<file path="config.mk">
export PLATFORM = sky130hd
export DESIGN_NAME = dc_offset_tracker
export DESIGN_NICKNAME = d
export VERILOG_FILES = /design/src/rtl/dco_pkg.sv /design/src/rtl/dco_loop_acc.sv /design/src/rtl/dco_cal_fsm.sv /design/src/rtl/dco_delay_path.sv /design/src/rtl/dc_offset_tracker.sv
export SDC_FILE = /design/constraint.sdc
export NUM_CORES = 1
export LEC_CHECK = 0
export BUFFER_PORTS_ARGS = -buffer_cell sky130_fd_sc_hd__buf_4
export CAP_MARGIN = 30
export CORE_MARGIN = 2
export CORE_UTILIZATION = 55
export CTS_CLUSTER_SIZE = 8
export DETAILED_ROUTE_END_ITERATION = 12
export HOLD_SLACK_MARGIN = 0.03
export PLACE_DENSITY = 0.84
export SKIP_LAST_GASP = 1
export SYNTH_ARGS = -nofsm -noshare
export SYNTH_HDL_FRONTEND = slang
export SYNTH_SLANG_ARGS = --single-unit
</file>
<file path="constraint.sdc">
create_clock -name clk -period 8.32 [get_ports clk]
set_clock_uncertainty 0.2 [all_clocks]
set_input_delay 1.664 -clock clk [delete_from_list [all_inputs] [get_ports clk]]
set_output_delay 1.664 -clock clk [all_outputs]
set_load 0.03 [all_outputs]
</file>
<file path="src/rtl/dco_pkg.sv">
// Package: shared types for the DC offset tracking loop.
// Assumes: nothing beyond IEEE 1800-2017.
package dco_pkg;

    // Calibration controller states: adapting, or frozen after convergence.
    typedef enum logic [0:0] {
        ST_CAL  = 1'b0,
        ST_HOLD = 1'b1
    } cal_state_t;

endpackage

</file>
<file path="src/rtl/dco_loop_acc.sv">
// Module: error subtractor, gain shifter and saturating integrator.
// Holds a fixed-point accumulator with FRAC fraction bits. Its integer
// part is the offset estimate. While loop_en is high, each valid sample
// adds (sample - estimate) scaled by 2^-k, with k clamped to the range
// SHIFT_MIN..SHIFT_MAX.
// Assumes: SHIFT_MAX fits in SW bits; the sample and estimate share DW.
module dco_loop_acc #(
    parameter int DW        = 12,
    parameter int SHIFT_MIN = 4,
    parameter int SHIFT_MAX = 12,
    parameter int SW        = 4
) (
    input  logic                 clk,
    input  logic                 rst_n,
    input  logic                 sample_valid,
    input  logic signed [DW-1:0] sample_in,
    input  logic [SW-1:0]        shift_k,
    input  logic                 loop_en,
    output logic signed [DW-1:0] est,
    output logic signed [DW:0]   err,
    output logic                 upd
);
    localparam int FRAC = SHIFT_MAX;
    localparam int AW   = DW + FRAC;
    localparam int EW   = DW + 1;
    localparam int XW   = AW + 2;
    localparam logic signed [XW-1:0] ACC_MAX = {{(XW-AW+1){1'b0}}, {(AW-1){1'b1}}};
    localparam logic signed [XW-1:0] ACC_MIN = ~ACC_MAX;

    logic signed [AW-1:0] acc_q;
    logic [SW-1:0]        shift_eff;
    logic [SW-1:0]        lsh;
    logic signed [XW-1:0] err_x;
    logic signed [XW-1:0] scaled;
    logic signed [XW-1:0] acc_x;
    logic signed [XW-1:0] sum;
    logic signed [XW-1:0] sat;
    logic                 take;

    // Clamp the requested gain shift into the supported window.
    always_comb begin
        if (shift_k < SW'(SHIFT_MIN))      shift_eff = SW'(SHIFT_MIN);
        else if (shift_k > SW'(SHIFT_MAX)) shift_eff = SW'(SHIFT_MAX);
        else                               shift_eff = shift_k;
    end

    // Form the error, align it to the fraction bits and clip the sum.
    always_comb begin
        lsh    = SW'(FRAC) - shift_eff;
        est    = acc_q[AW-1:FRAC];
        err    = {sample_in[DW-1], sample_in} - {est[DW-1], est};
        err_x  = {{(XW-EW){err[EW-1]}}, err};
        scaled = err_x <<< lsh;
        acc_x  = {{(XW-AW){acc_q[AW-1]}}, acc_q};
        sum    = acc_x + scaled;
        if (sum > ACC_MAX)      sat = ACC_MAX;
        else if (sum < ACC_MIN) sat = ACC_MIN;
        else                    sat = sum;
        take   = sample_valid && loop_en;
    end

    // Integrate the scaled error and flag each update for the DAC.
    always_ff @(posedge clk) begin
        if (!rst_n) begin
            acc_q <= '0;
            upd   <= 1'b0;
        end else begin
            upd <= take;
            if (take) acc_q <= sat[AW-1:0];
        end
    end


    est_rise_no_wrap_chk: assert property (@(posedge clk) disable iff (!rst_n)
        (take && (err > 0)) |=> (est >= $past(est)));

    est_fall_no_wrap_chk: assert property (@(posedge clk) disable iff (!rst_n)
        (take && (err < 0)) |=> (est <= $past(est)));

    zero_err_keeps_est_chk: assert property (@(posedge clk) disable iff (!rst_n)
        (take && (err == 0)) |=> $stable(est));
endmodule

</file>
<file path="src/rtl/dco_cal_fsm.sv">
// Module: calibration controller.
// Starts in the calibrating state after reset and returns to it on
// cal_start. It counts consecutive valid samples with zero integer error
// and moves to the hold state after WIN of them in a row.
// Assumes: cal_start is not coincident with a valid sample.
module dco_cal_fsm
    import dco_pkg::*;
#(
    parameter int WIN = 16
) (
    input  logic clk,
    input  logic rst_n,
    input  logic cal_start,
    input  logic sample_valid,
    input  logic err_zero,
    output logic loop_en,
    output logic busy,
    output logic cal_done
);
    localparam int CW = $clog2(WIN) + 1;
    localparam int ZW = $clog2(WIN + 1) + 1;

    cal_state_t    state_q;
    logic [CW-1:0] run_q;
    logic [ZW-1:0] zrun_q;

    // Advance the state and the consecutive-zero-error counter.
    always_ff @(posedge clk) begin
        if (!rst_n) begin
            state_q <= ST_CAL;
            run_q   <= '0;
        end else if (cal_start) begin
            state_q <= ST_CAL;
            run_q   <= '0;
        end else if ((state_q == ST_CAL) && sample_valid) begin
            if (!err_zero) begin
                run_q <= '0;
            end else if (run_q == CW'(WIN - 1)) begin
                state_q <= ST_HOLD;
                run_q   <= '0;
            end else begin
                run_q <= run_q + 1'b1;
            end
        end
    end

    // Decode the state into the loop enable and the status outputs.
    always_comb begin
        loop_en  = (state_q == ST_CAL);
        busy     = (state_q == ST_CAL);
        cal_done = (state_q == ST_HOLD);
    end

    // Independent saturating tally of zero-error samples, used only by the check below.
    always_ff @(posedge clk) begin
        if (!rst_n || cal_start) begin
            zrun_q <= '0;
        end else if ((state_q == ST_CAL) && sample_valid) begin
            if (!err_zero)                    zrun_q <= '0;
            else if (zrun_q != {ZW{1'b1}})    zrun_q <= zrun_q + 1'b1;
        end
    end


    done_after_window_chk: assert property (@(posedge clk) disable iff (!rst_n)
        $rose(cal_done) |-> (zrun_q >= ZW'(WIN)));

    done_on_zero_err_chk: assert property (@(posedge clk) disable iff (!rst_n)
        $rose(cal_done) |-> $past(sample_valid && err_zero));

    restart_busy_chk: assert property (@(posedge clk) disable iff (!rst_n)
        cal_start |=> (busy && !cal_done));
endmodule

</file>
<file path="src/rtl/dco_delay_path.sv">
// Module: digital offset removal path.
// Delays each valid sample by DEPTH valid samples through a shift
// register and subtracts the current estimate from the delayed copy.
// The output is qualified once DEPTH samples have entered the line.
// Assumes: DEPTH >= 1.
module dco_delay_path #(
    parameter int DW    = 12,
    parameter int DEPTH = 4
) (
    input  logic                 clk,
    input  logic                 rst_n,
    input  logic                 sample_valid,
    input  logic signed [DW-1:0] sample_in,
    input  logic signed [DW-1:0] est,
    output logic                 clean_valid,
    output logic signed [DW:0]   clean_out
);
    localparam int FW = $clog2(DEPTH + 1);

    logic signed [DW-1:0] line_q [DEPTH];
    logic [FW-1:0]        fill_q;
    logic                 filled;
    logic signed [DW-1:0] tap;

    // Select the oldest stage and tell whether it holds a real sample.
    always_comb begin
        tap    = line_q[DEPTH-1];
        filled = (fill_q == FW'(DEPTH));
    end

    // Shift the delay line on every valid sample.
    always_ff @(posedge clk) begin
        if (!rst_n) begin
            for (int i = 0; i < DEPTH; i++) line_q[i] <= '0;
        end else if (sample_valid) begin
            line_q[0] <= sample_in;
            for (int i = 1; i < DEPTH; i++) line_q[i] <= line_q[i-1];
        end
    end

    // Count samples until the line is full, then stop.
    always_ff @(posedge clk) begin
        if (!rst_n)                      fill_q <= '0;
        else if (sample_valid && !filled) fill_q <= fill_q + 1'b1;
    end

    // Register the corrected output and its qualifier.
    always_ff @(posedge clk) begin
        if (!rst_n) begin
            clean_valid <= 1'b0;
            clean_out   <= '0;
        end else begin
            clean_valid <= sample_valid && filled;
            if (sample_valid) clean_out <= {tap[DW-1], tap} - {est[DW-1], est};
        end
    end


    clean_needs_sample_chk: assert property (@(posedge clk) disable iff (!rst_n)
        clean_valid |-> $past(sample_valid));
endmodule

</file>
<file path="src/rtl/dc_offset_tracker.sv">
// Module: top of the DC offset tracking loop.
// Connects the integrator, the calibration controller and the digital
// correction path. The estimate drives the DAC port directly, and a
// strobe marks each update.
// Assumes: shift_k is steady during calibration; cal_start is not
// coincident with a valid sample.
module dc_offset_tracker #(
    parameter int DW        = 12,
    parameter int SHIFT_MIN = 4,
    parameter int SHIFT_MAX = 12,
    parameter int SW        = 4,
    parameter int CAL_WIN   = 16,
    parameter int DELAY     = 4
) (
    input  logic                 clk,
    input  logic                 rst_n,
    input  logic                 sample_valid,
    input  logic signed [DW-1:0] sample_in,
    input  logic [SW-1:0]        shift_k,
    input  logic                 cal_start,
    output logic signed [DW-1:0] dac_code,
    output logic                 dac_update,
    output logic                 busy,
    output logic                 cal_done,
    output logic                 clean_valid,
    output logic signed [DW:0]   clean_out
);
    logic signed [DW-1:0] est;
    logic signed [DW:0]   err;
    logic                 err_zero;
    logic                 loop_en;
    logic                 upd;

    // Integer error of zero means the residual is below one LSB.
    always_comb begin
        err_zero   = (err == '0);
        dac_code   = est;
        dac_update = upd;
    end

    dco_loop_acc #(
        .DW(DW), .SHIFT_MIN(SHIFT_MIN), .SHIFT_MAX(SHIFT_MAX), .SW(SW)
    ) u_acc (
        .clk(clk), .rst_n(rst_n), .sample_valid(sample_valid),
        .sample_in(sample_in), .shift_k(shift_k), .loop_en(loop_en),
        .est(est), .err(err), .upd(upd)
    );

    dco_cal_fsm #(.WIN(CAL_WIN)) u_fsm (
        .clk(clk), .rst_n(rst_n), .cal_start(cal_start),
        .sample_valid(sample_valid), .err_zero(err_zero),
        .loop_en(loop_en), .busy(busy), .cal_done(cal_done)
    );

    dco_delay_path #(.DW(DW), .DEPTH(DELAY)) u_dly (
        .clk(clk), .rst_n(rst_n), .sample_valid(sample_valid),
        .sample_in(sample_in), .est(est),
        .clean_valid(clean_valid), .clean_out(clean_out)
    );


    hold_freeze_chk: assert property (@(posedge clk) disable iff (!rst_n)
        (cal_done && !cal_start) |=> (cal_done && $stable(dac_code)));

    update_while_busy_chk: assert property (@(posedge clk) disable iff (!rst_n)
        dac_update |-> $past(busy && sample_valid));

    no_update_in_hold_chk: assert property (@(posedge clk) disable iff (!rst_n)
        (cal_done && $past(cal_done)) |-> !dac_update);
endmodule

</file>
**Word-level counts from Yosys, hierarchy flattened**

Memories as Yosys holds them, arrays and structs flattened.
Cells that the tools add are included.

- Add/sub/neg operators: 6
- Magnitude comparators: 4
- Eq/ne operators: 2
- Shift-type cells: 1
- Muxes and demuxes: 14
- Bitwise logic cells: 6
- Reduce and logical (&&, ||, !) cells: 7

Operators with widths:

| operator | number |
|---|---|
| $mux W12 | 4 |
| $mux W24 | 2 |
| $add A24 B26 Y26 | 1 |
| $gt A26 B24 Y1 const B | 1 |
| $lt A26 B24 Y1 const B | 1 |
| $sshl A13 B4 Y26 | 1 |
| $sub A12 B12 Y13 | 2 |
| $logic_not A13 Y1 | 1 |
| $mux W5 | 2 |
| $mux W4 | 2 |
| $add A5 B1 Y5 const B | 1 |
| $eq A5 B4 Y1 const B | 1 |
| $gt A4 B4 Y1 const B | 1 |
| $lt A4 B3 Y1 const B | 1 |
| $mux W1 | 4 |
| $or A1 B1 Y1 | 4 |
| $sub A4 B4 Y4 const A | 1 |
| $add A3 B1 Y3 const B | 1 |
| $eq A3 B3 Y1 const B | 1 |
| $logic_and A1 B1 Y1 | 3 |
| $reduce_and A3 Y1 | 1 |
| $not A1 Y1 | 2 |
| $reduce_or A2 Y1 | 1 |
| $logic_not A1 Y1 | 1 |

- Bits in registers: 48
- RAM bits: 48
- Input bits: 20
- Output and inout port bits: 29
- Word-level logic and storage cells: 48
- Memories kept: 1

Memory list:

| memory | words | bits a word | rd ports | clocked after memory_dff | wr ports | line | text |
|---|---|---|---|---|---|---|---|
| u_dly.line_q | 4 | 12 | 4 | 0 | 4 | dco_delay_path.sv:20 | `logic signed [DW-1:0] line_q [DEPTH];` |

**Depth between registers and ports, before layout**

Gate-level depths: netlist of the first run.

- Depth after elaboration: 9
- Mapped depth: 26
- Mapped depth without buffers: 24

**Cells and area by module**

Synthesis of the first run repeated with hierarchy kept, for this count alone.

- Cells, all modules: 827
- Area total of the unflattened synthesis: 7272.0 sq um

Modules (own cells, without submodules):

| module | instances | cells an instance | area each (sq um) | seq. area each (sq um) |
|---|---|---|---|---|
| dco_loop_acc | 1 | 526 | 3928.8 | 500.5 |
| dco_delay_path | 1 | 261 | 3012.9 | 1781.7 |
| dco_cal_fsm | 1 | 35 | 300.3 | 120.1 |
| dc_offset_tracker | 1 | 5 | 30.0 | 0.0 |

**Worst setup path before layout of the first run**

No wires, ideal clock.

- Path type: in2reg
- From: in shift_k[2]
- To: reg u_acc.acc_q[10]
- Library setup time: 122 ps
- Data arrival time: 6223 ps
- Data required time: 7998 ps
- Slack: 1776 ps
- Stages: 25
- Buffers on the path: 5
- Path through: xor2_1 > and2_1 > clkbuf_1 > inv_1 > clkbuf_1 > ha_1 > clkbuf_1 > inv_1 > clkbuf_1 > a211oi_1 > a31oi_1 > mux2_2 > a21o_1 > ha_1 > a21oi_1 > o21ai_0 > a221oi_1 > nand2_1 > a31o_2 > a221o_1 > a21oi_1 > nor3_2 > nor2_1 > buf_2 > a21oi_1

- Longest elaborated chain between the ends: 9
- Elaborated cells on any way between the ends: 11
- Classes of those cells: 2 x add/sub; 4 x order compare; 1 x shift; 4 x mux

RTL lines:

| what | line | text |
|---|---|---|
| from (decl) | dc_offset_tracker.sv:19 | `input logic [SW-1:0] shift_k,` |
| $gt A4 B4 Y1 | dco_loop_acc.sv:43 | `else if (shift_k > SW'(SHIFT_MAX)) shift_eff = SW'(SHIFT_MAX);` |
| $mux W4 | dco_loop_acc.sv:43 |  |
| $mux W4 (*) | dco_loop_acc.sv:42 | `if (shift_k < SW'(SHIFT_MIN)) shift_eff = SW'(SHIFT_MIN);` |
| $sub A4 B4 Y4 (*) | dco_loop_acc.sv:49 | `lsh = SW'(FRAC) - shift_eff;` |
| $sshl A13 B4 Y26 (*) | dco_loop_acc.sv:53 | `scaled = err_x <<< lsh;` |
| $add A24 B26 Y26 (*) | dco_loop_acc.sv:55 | `sum = acc_x + scaled;` |
| $lt A26 B24 Y1 | dco_loop_acc.sv:57 | `else if (sum < ACC_MIN) sat = ACC_MIN;` |
| $mux W24 | dco_loop_acc.sv:57 |  |
| $mux W24 (*) | dco_loop_acc.sv:56 | `if (sum > ACC_MAX) sat = ACC_MAX;` |
| to (signal assigned) | dco_loop_acc.sv:69 | `if (take) acc_q <= sat[AW-1:0];` |
| to (decl) | dco_loop_acc.sv:30 | `logic signed [AW-1:0] acc_q;` |

Mark *: on every way between the ends. The rest lies on a longest branch, timed or not.
A chain may end at the register's enable or synchronous reset.

**Worst setup path in the final report of the first run**

- From: in shift_k[2]
- To: reg u_acc.acc_q[2]

The elaborated chain is that of the path after synthesis.

==> metrics.txt, run 1 <==
IO buf count 48; ANT cells 0; Hold Slack roughly 0.25 ns; Clock Latency Late Sink ~0.35 ns; critical path class primary input to flip-flop; Worst Setup SP shift_k[2]; synthesis-to-finish area growth 10.2%; WL/cell ~17 um; min-delay src u_fsm.run_q[4]; run status finished, final reports clean; Final Power between 3 and 4 mW; Detailed Place HPWL around 12 mm; total of cells resized after clock tree synthesis 0; initial antenna violation count 0; EDFF count, synth 48; layout cells sized above 1 0.103; Layout Cells excl Fill 992; Filler cells a little over 1,000; Die Width 116 um; Peak VDD IR slightly below 0.2 mV; DRT iter0 DRCs between 700 and 800; Max FO, Critical Path 23; min Tclk post-route around 7.5 ns; TritonCTS clock tree yes; yosys warns 0; pin count of the biggest net entering global routing 86; CP bufs+invs 3; Synthesized Nets just under 900; Synth Cell Area a little under 7000 um^2; DRC viols 0; Slew Viols, Final 0; DIE AREA approximately 13,000 um^2; vias per cell roughly 6.0; first-pass GRT wire length around 27 mm; Startpoint Class primary input; worst slew pin tran between 0.7 and 0.8 ns; P_leak between 3 and 4 nW; Max transition margin 0.516; hold buffer count at cts 0; Util after Layout 0.624; area of the core roughly 12,000 um^2; Tot GR Track Use 0.254; number of detailed-route iterations in the first pass 5; Root Buffer clkbuf_16; CP Cell Sequence buf_4 > xor2_1 > and2_1 > inv_1 > ha_1 > inv_1 > or2_2 > a21boi_0 > mux2i_1 > mux2i_1 > ha_1 > a21oi_1 > o21ai_0 > a221oi_1 > nand4_1 > a31oi_1 > o221ai_1 > xnor2_1 > a21o_1 > nand3_1 > a21oi_1; clock-pin slew on the worst setup and hold paths roughly 0.07 ns; CP peak stage delay between 0.7 and 0.8 ns; Num CTS Buffers 9; delay-heaviest family, CP compound AO/OA/AOI/OAI gates; post-route ant nets 0; final setup TNS 0 ns; Final Wtd Congestion a little under 1; Final Cycle Share 0.896; Mapped Cells 802; Worst setup EP type flip-flop; sequential element share of the synthesized area 0.350; Fin. Hold Viols 0; clock sinks 96; min-delay worst type flip-flop to flip-flop; synthesized area per cell 8.56 um^2; worst r2r src u_acc.acc_q[13]; vias in the first global route between 5,000 and 6,000; final wirelength 16.7 mm; Worst Path Required between 8 and 9 ns; Final setup viols 0; H-tree depth 3; sequential cell area 2400 um^2; CP Data Arrival Time 7.54 ns; Async S/R FF share, synth 0; Post-synth top flop edfxtp_1; Post-CTS Setup Bufs 0; die height 116 um; area occupied by multi-input gates 4080 um^2; initial core utilization 0.567; #FFs+latches synth 96; total grt overflow 0; Cell variety after synth 70; fin nets between 800 and 900; CP max stage cell ha_1; max-cap violation count 0; # IOs 49; RSZ-0062 raised after global routing no; CTS max path bufs 2; Rows 40; via count between 5,000 and 6,000; placed insts approximately 1,000; PwrDens approximately 410 nW/um^2; Max Fclk about 130 MHz
[final timing paths]
kind | to | slack (ns) | depth (start not counted)
worst min register to register | u_fsm.run_q[4] | 0.25 | 2
worst min-delay path | u_fsm.run_q[4] | 0.25 | 2
worst max register to register | u_acc.acc_q[2] | 2.02 | 23
worst max-delay path | u_acc.acc_q[2] | 0.86 | 21
[per-stage QoR]
step / setup slack (ns) / area [um^2]
2_1_floorplan: 1.78 / 6860
3_3_place_gp: 0.848 / 7230
3_5_place_dp: 0.668 / 7240
4_1_cts: 1.01 / 7560
5_1_grt: 0.301 / 7560
6_report: 0.864 / 7560
[flip-flops by register name (all words and copies together), names as in the netlist]
| name | count |
|---|---|
| u_fsm.run_q | 5 |
| u_fsm.cal_done | 1 |
| u_dly.fill_q | 3 |
| u_dly.line_q | 48 |
| u_dly.clean_valid | 1 |
| u_acc.acc_q | 24 |
| u_acc.upd | 1 |
| u_dly.clean_out | 13 |
[report_power, final]
part,leakage [nW],switching (mW),internal (mW)
Combinational,2.23,1.20,0.762
Sequential,0.925,0.0887,0.589
Clock,0.155,0.187,0.266
Total,3.30,1.48,1.62
[cells in the mapped netlist (3+ instances only)]
library cell  number  area (um^2)
and2_1             6         37.5
xnor2_1           22          193
a311oi_1           3         26.3
mux2i_1           14          140
or4_1              3         22.5
nor2_1            62          233
nor3_1            22          110
nand4_1            4         25.0
a31oi_1            8         50.1
edfxtp_1          48         1440
o31ai_1            5         37.5
dfxtp_1           48          961
or3_1              3         18.8
nand2b_1          12         75.1
a21boi_0           6         45.0
a211oi_1           4         30.0
clkbuf_1          30          113
and3_1            49          307
inv_1             37          139
buf_2              3         15.0
ha_1              54          676
o31a_1             4         35.0
o21ai_0           68          340
a221o_1            3         30.0
buf_4             13         97.6
nand3_1           14         70.1
fa_1               3         60.1
nand2_1           68          255
a21o_1             7         52.6
nor2b_1           17          106
xor2_1            13          114
o21bai_1           3         22.5
o211ai_1           7         52.6
nor3b_1            4         30.0
o21a_1            13         97.6
a21oi_1           79          395
[routing by layer]
layer	part of all wire	GRT usage
met5	0	0
met4	0.019	0.0778
met3	0.084	0.0418
met2	0.44	0.391
met1	0.45	0.368
[worst min-delay path, stage by stage (launching register included)]
cell and delay [ns]:
dfxtp_1 0.32, nand2_1 0.06, a21oi_1 0.04
[placed cells by master (no fill, tap or decap), types with 3 or more instances in the layout]
cell       instances
or3_1              3
and2_1             6
o31ai_1            5
o31a_1             4
inv_1             36
nand3_1           14
nor2b_1           17
and3_1            49
a211oi_1           4
a31oi_1            8
nor2_1            62
a221o_1            3
edfxtp_1          48
nand2_1           68
dfxtp_1           48
o211ai_1           7
xnor2_1           22
nor3b_1            4
buf_4             55
a311oi_1           3
fa_1               3
nand2b_1          12
mux2i_1           14
o21bai_1           3
o21a_1            13
xor2_1            13
a21o_1             7
nor3_1            22
clkbuf_16          9
or4_1              3
nand4_1            4
a21oi_1           79
ha_1              54
a21boi_0           6
o21ai_0           68
[cell type report]
class,count,area share
clock inverter,6,0.0122
tap,168,0.0278
timing repair buffer,55,0.0546
clock buffer,10,0.0303
inverter,37,0.0184
multi-input combinational,620,0.539
sequential,96,0.318
[logic make-up after synthesis]
| family | share of synthesized area |
|---|---|
| flops | 0.350 |
| fa+ha+maj | 0.107 |
| compound gates | 0.208 |
| simple gates | 0.204 |
| buf+inv | 0.0560 |
| xor+xnor | 0.0447 |
| mux | 0.0303 |
Note: power is estimated with default switching activity, not from simulation.
==> run 2, diff against run 1 <==
- BUFFER_PORTS_ARGS: -buffer_cell sky130_fd_sc_hd__buf_4 -> -buffer_cell sky130_fd_sc_hd__clkbuf_2
- CELL_PAD_IN_SITES_DETAIL_PLACEMENT: not set -> 1
- CELL_PAD_IN_SITES_GLOBAL_PLACEMENT: not set -> 1
- CORE_ASPECT_RATIO: not set -> 0.75
- CORE_UTILIZATION: 55 -> 47
- PLACE_DENSITY: 0.84 -> 0.91
==> metrics.txt, run 2 (same netlist as run 1, synthesis figures left out) <==
TritonCTS clock tree yes; RSZ-0062 raised after global routing no; ANT cells 0 (unchanged); WL/cell 20.2 um (+20%); critical path class primary input to flip-flop; Post-CTS Setup Bufs 0 (unchanged); Final Cycle Share 0.923 (+0.0270); Hold Crit Depth 2 (unchanged); Hold Slack 0.261 ns (+0.00781 ns); total of cells resized after clock tree synthesis 0 (unchanged); clock-pin slew on the worst setup and hold paths 0.07 ns (about the same); Max FO, Critical Path 18 (-22%); worst slew pin tran 0.720 ns (-0.00662 ns); max FFs per register 48 (unchanged); Rows 38 (-5.0%); H-tree depth 3 (unchanged); CTS max path bufs 2 (unchanged); most common cell after layout, fill and taps aside a21oi_1; delay-heaviest family, CP compound AO/OA/AOI/OAI gates; vias per cell 5.97 (-1.3%); P_leak 3.27 nW (-0.91%); DIE AREA 15,600 um^2 (+16%); total grt overflow 0 (unchanged); final setup TNS 0 ns (unchanged); initial core utilization 0.478 (-0.0887); Die Width 144 um (+24%); fin nets 899 (+0.33%); Max transition margin 0.520 (+0.00441); Final setup viols 0 (unchanged); Slew Viols, Final 0 (unchanged); layout cells sized above 1 0.110 (+0.00688); min Tclk post-route 7.68 ns (+0.225 ns); Worst setup EP type flip-flop; CP max stage cell ha_2; PwrDens 423 nW/um^2 (+3.2%); Tot GR Track Use 0.270 (+0.0161); max-cap violation count 0 (unchanged); Fin. Hold Viols 0 (unchanged); Max Fclk 130 MHz (-2.9%); vias in the first global route 5,940 (+12%); post-route ant nets 0 (unchanged); synthesis-to-finish area growth 9.06%; via count 6,133 (+2.2%); WP depth 22 (+4.8%); Final Wtd Congestion 0.960 (-1.3%); Top Registers u_dly.line_q x48, u_acc.acc_q x24, u_dly.clean_out x13; CP peak stage delay 0.61 ns (-0.10 ns); area of the core 14,400 um^2 (+19%); run status finished, final reports clean; Root Buffer clkbuf_16; Worst Reg-to-Reg Cells 24 (+4.3%); CP Cell Sequence clkbuf_2 > xor2_1 > and2_1 > inv_1 > ha_2 > inv_1 > a211oi_1 > a31oi_1 > mux2_2 > a21o_1 > ha_1 > a21oi_1 > nand2_1 > a221oi_1 > nand4_1 > a31oi_1 > o221ai_1 > xnor2_1 > a21o_1 > buf_4 > nand2_1 > a21oi_1; Startpoint Class primary input; IO buf count 48 (unchanged); DRT iter0 DRCs 490 (-31%); Peak VDD IR 0.150 mV (-22%); DRC viols 0 (unchanged); final wirelength 20.8 mm (+24%); CP bufs+invs 4 (+1); die height 109 um (-6.1%); Top reg by flops u_dly.line_q; # IOs 49 (unchanged); Num CTS Buffers 9 (unchanged); CP Data Arrival Time 7.77 ns (+0.23 ns); Detailed Place HPWL 15.9 mm (+31%); hold buffer count at cts 0 (unchanged); pin count of the biggest net entering global routing 86 (unchanged); initial antenna violation count 0 (unchanged); most frequent cells in the layout a21oi_1, o21ai_0, nand2_1; Clock Latency Late Sink 0.36 ns (about the same); clock sinks 96 (unchanged); min-delay worst type flip-flop to flip-flop; first-pass GRT wire length 32.3 mm (+21%); number of detailed-route iterations in the first pass 5 (unchanged); Worst Path Required 8.41 ns (about the same)
-- run 2: cell types whose count changed in the layout (fill, tap and decap cells not counted), moves of 2 or more --
cell       delta
buf_4        -47
bufinv_16     -2
clkbuf_2     +48
inv_6         +2
-- run 2: path summary, 6_finish.rpt --
kind / start / slack (ns) / to
worst max-delay path: shift_k[3] / 0.64 / u_acc.acc_q[11]
worst min-delay path: u_dly.clean_out[11] / 0.26 / u_dly.clean_out[11]
worst max register to register: u_acc.acc_q[13] / 1.45 / u_acc.acc_q[11]
worst min register to register: u_dly.clean_out[11] / 0.26 / u_dly.clean_out[11]
-- run 2: power breakdown --
part / switching [mW] / internal, mW / total (mW)
sequential: 0.0970 / 0.589 / 0.686
combinational: 1.32 / 0.747 / 2.07
clock: 0.202 / 0.207 / 0.409
total: 1.62 / 1.54 / 3.16
-- run 2: worst reg2reg max path, delay by kind of cell (launching register included) --
family	cells	cell delay (ns)
AOI/OAI and AO/OA	11	3.14
xor gates and xnor gates	1	0.28
adders and majority gates	2	0.70
buffers and inverters	2	0.50
DFF	1	0.62
muxes	1	0.34
and+or+nand+nor	7	1.03
-- run 2: layout make-up --
class                           instances  area (um^2)
Timing Repair Buffer                   58          335
Multi-Input combinational cell        620         4080
Tap cell                              200          250
Clock buffer                           10          229
Inverter                               37          139
Sequential cell                        96         2400
Clock inverter                          6         47.5
Fill cell                            1745         6870
-- run 2: through the flow --
stage	instance area (um^2)	std cells	power, mW	worst slack (ns)	util
floorplan	6860	802	2.19	1.78	-
global placement	7160	1008	2.63	0.532	0.499
detailed placement	7190	1010	2.71	0.280	0.501
CTS	7460	1026	3.13	0.606	0.520
global route	7490	1027	3.38	0.178	0.521
finish	7490	1027	3.16	0.639	0.521
-- run 2: routing by layer --
| layer | GRT usage | vias up | part of all wire |
|---|---|---|---|
| met5 | 0 | - | 0 |
| met4 | 0.0623 | 0 | 0.017 |
| met3 | 0.0597 | 28 | 0.072 |
| met2 | 0.404 | 209 | 0.42 |
| met1 | 0.399 | 2959 | 0.49 |
| li1 | - | 2937 | - |
==> run 3, diff against run 2 <==
--- a/config.mk
+++ b/config.mk
@@ -13,3 +13,3 @@
 export CORE_MARGIN = 2
-export CORE_UTILIZATION = 47
+export CORE_UTILIZATION = 48
 export CTS_CLUSTER_SIZE = 8
@@ -17,3 +17,3 @@
 export HOLD_SLACK_MARGIN = 0.03
-export PLACE_DENSITY = 0.91
+export PLACE_DENSITY = 0.92
 export SKIP_LAST_GASP = 1
@@ -21,2 +21,3 @@
 export SYNTH_HDL_FRONTEND = slang
+export SYNTH_HIERARCHICAL = 1
 export SYNTH_SLANG_ARGS = --single-unit
==> constraint.sdc (replaced) <==
create_clock -name clk -period 8.32 [get_ports clk]
set_clock_uncertainty 0.2 [all_clocks]
set_input_delay 0.832 -clock clk [delete_from_list [all_inputs] [get_ports clk]]
set_output_delay 0.832 -clock clk [all_outputs]
set_load 0.03 [all_outputs]
==> metrics.txt, run 3 <==
Die Width 146 um (+1.8%); fin nets 921 (+2.4%); CP max stage cell a31oi_4; sequential element share of the synthesized area 0.330 (-0.0196); die height 111 um (+1.8%); Slew Viols, Final 0 (unchanged); final wirelength 22.4 mm (+7.9%); Tot GR Track Use 0.275 (+0.00481); area of the core 14,600 um^2 (+2.0%); Peak VDD IR 0.207 mV (+38%); area leader, netlist edfxtp_1; total grt overflow 0 (unchanged); Worst Path Required 8.31 ns (-0.10 ns); Max transition margin 0.394 (-0.126); PwrDens 453 nW/um^2 (+7.1%); count leader, synth nand2_1; EDFF count, synth 48 (unchanged); RSZ-0062 raised after global routing no; Fin. Hold Viols 0 (unchanged); pin count of the biggest net entering global routing 85 (-1.2%); CTS max path bufs 2 (unchanged); initial antenna violation count 0 (unchanged); yosys warns 6 (+6); Clock Latency Late Sink 0.36 ns (about the same); synthesis-to-finish area growth 8.02%; Util after Layout 0.536 (+0.0150); Detailed Place HPWL 15.7 mm (-1.2%); synthesized area per cell 8.79 um^2 (+2.7%); critical path class flip-flop to flip-flop; CP peak stage delay 0.75 ns (+0.14 ns); Top Registers u_dly/line_q x48, u_acc/acc_q x24, u_dly/clean_out x13; Mapped Cells 827 (+3.1%); CP bufs+invs 2 (-2); top post-synthesis cells by count nand2_1, a21oi_1, o21ai_0, ha_1, and3_1; ranking of synthesized cells by area edfxtp_1, dfxtp_1, ha_1, and3_1, a21oi_1; vias in the first global route 6,467 (+8.9%); final setup TNS 0 ns (unchanged); min Tclk post-route 7.21 ns (-0.475 ns); Async S/R FF share, synth 0 (unchanged); Max FO, Critical Path 23 (+5); max-cap violation count 0 (unchanged); DRT iter0 DRCs 600 (+22%); Final Cycle Share 0.866 (-0.0571); max FFs per register 48 (unchanged); Post-CTS Setup Bufs 0 (unchanged); DIE AREA 16,200 um^2 (+3.6%); CP Cell Sequence inv_1 > ha_1 > and2_1 > or4_1 > o221a_2 > or2_2 > o311a_1 > inv_1 > mux2_2 > nor2_1 > a31o_2 > o21ai_0 > ha_1 > nand2_1 > o21ai_1 > nor2_1 > a21oi_1 > o41ai_1 > or3_1 > a2111o_1 > a31oi_4 > o22ai_1; Hold Slack 0.254 ns (-0.00639 ns); post-route ant nets 0 (unchanged); P_leak 3.47 nW (+6.0%); IO buf count 48 (unchanged); Max Fclk 139 MHz (+6.6%); total of cells resized after clock tree synthesis 0 (unchanged); H-tree depth 3 (unchanged); Synth top area share 0.198 (-0.0118); Post-synth top flop edfxtp_1; Root Buffer clkbuf_16; Num CTS Buffers 9 (unchanged); WL/cell 21.4 um (+5.6%); number of detailed-route iterations in the first pass 6 (+1); Rows 38 (unchanged); #FFs+latches synth 96 (unchanged); Cell variety after synth 79 (+13%); Worst setup EP type flip-flop; min-delay worst type flip-flop to flip-flop; pre-CTS setup slack 0.854 ns (+0.573 ns); Top reg by flops u_dly/line_q; clock sinks 96 (unchanged); via count 6,605 (+7.7%); Final setup viols 0 (unchanged); layout cells sized above 1 0.137 (+0.0266); Synthesized Nets 904 (+2.8%); worst slew pin tran 0.909 ns (+0.190 ns); most frequent cells in the layout nand2_1, a21oi_1, o21ai_0; Filler cells 1,762 (+0.97%); most common cell after layout, fill and taps aside nand2_1; hold buffer count at cts 0 (unchanged); Startpoint Class flip-flop; CP Data Arrival Time 7.20 ns (-0.57 ns); TritonCTS clock tree yes; # IOs 49 (unchanged); first-pass GRT wire length 35.3 mm (+9.0%); ANT cells 0 (unchanged); run status finished, final reports clean; vias per cell 6.30 (+5.4%); setup slack after layout 1.11 ns (+0.475 ns); Synth Cell Area 7270 um^2 (+5.9%); DRC viols 0 (unchanged); initial core utilization 0.497 (+0.0185); Final Wtd Congestion 0.903 (-5.9%); delay-heaviest family, CP compound AO/OA/AOI/OAI gates; clock-pin slew on the worst setup and hold paths 0.08 ns (about the same)
==> run 3: cell count changes in the layout (fill, tap and decap cells not counted), sizes merged, moves of 7 or more <==
cell / before / now
nor2: 62 / 51
o22ai: 1 / 29
or3: 3 / 10
a21oi: 80 / 63
inv: 41 / 55
nand2b: 12 / 19
==> run 3: tightest hold or removal path, delay by kind of cell, from the launching register on <==
kind | cells | cell delay, ns
AOI/OAI and AO/OA | 1 | 0.05
DFF | 1 | 0.31
and+or+nand+nor | 1 | 0.05
==> run 3: metrics by stage <==
step / total power [mW] / instance area, um^2 / std cells
floorplan: 2.51 / 7270 / 827
global placement: 2.92 / 7520 / 1032
detailed placement: 3.02 / 7520 / 1032
CTS: 3.50 / 7840 / 1048
global route: 3.79 / 7860 / 1049
finish: 3.56 / 7860 / 1049
==> run 3: cell families after synthesis <==
kind of cell    synth area share
simple gates               0.209
buf+inv                   0.0642
xor+xnor                  0.0394
fa+ha+maj                  0.101
flops                      0.330
mux                       0.0380
compound gates             0.218
==> run 3: final cells by class <==
| class | count | area (um^2) | share of cell area |
|---|---|---|---|
| timing repair buffer | 53 | 290 | 0.0370 |
| tap | 200 | 250 | 0.0319 |
| sequential | 96 | 2400 | 0.306 |
| multi-input combinational | 631 | 4400 | 0.561 |
| clock buffer | 9 | 225 | 0.0287 |
| inverter | 53 | 199 | 0.0253 |
| clock inverter | 7 | 85.1 | 0.0108 |
==> run 3: layer usage <==
layer / GRT usage / up-vias / wire length, um
li1: - / 3067 / -
met1: 0.387 / 3193 / 10300
met2: 0.416 / 301 / 9760
met3: 0.0707 / 44 / 1830
met4: 0.0828 / 0 / 535
met5: 0 / - / 0
==> run 3: path summary, 6_finish.rpt <==
| check | start | to | slack [ns] | depth (start not counted) |
|---|---|---|---|---|
| max | u_acc/acc_q[17] | u_acc/acc_q[20] | 1.11 | 22 |
| min | u_dly/clean_out[8] | u_dly/clean_out[8] | 0.25 | 2 |
| max reg2reg | u_acc/acc_q[17] | u_acc/acc_q[20] | 1.11 | 22 |
| min reg2reg | u_dly/clean_out[8] | u_dly/clean_out[8] | 0.25 | 2 |
==> run 3: report_power, final <==
part	total, mW	internal, mW	switching, mW
sequential	0.721	0.597	0.124
clock	0.441	0.240	0.201
combinational	2.40	0.896	1.50
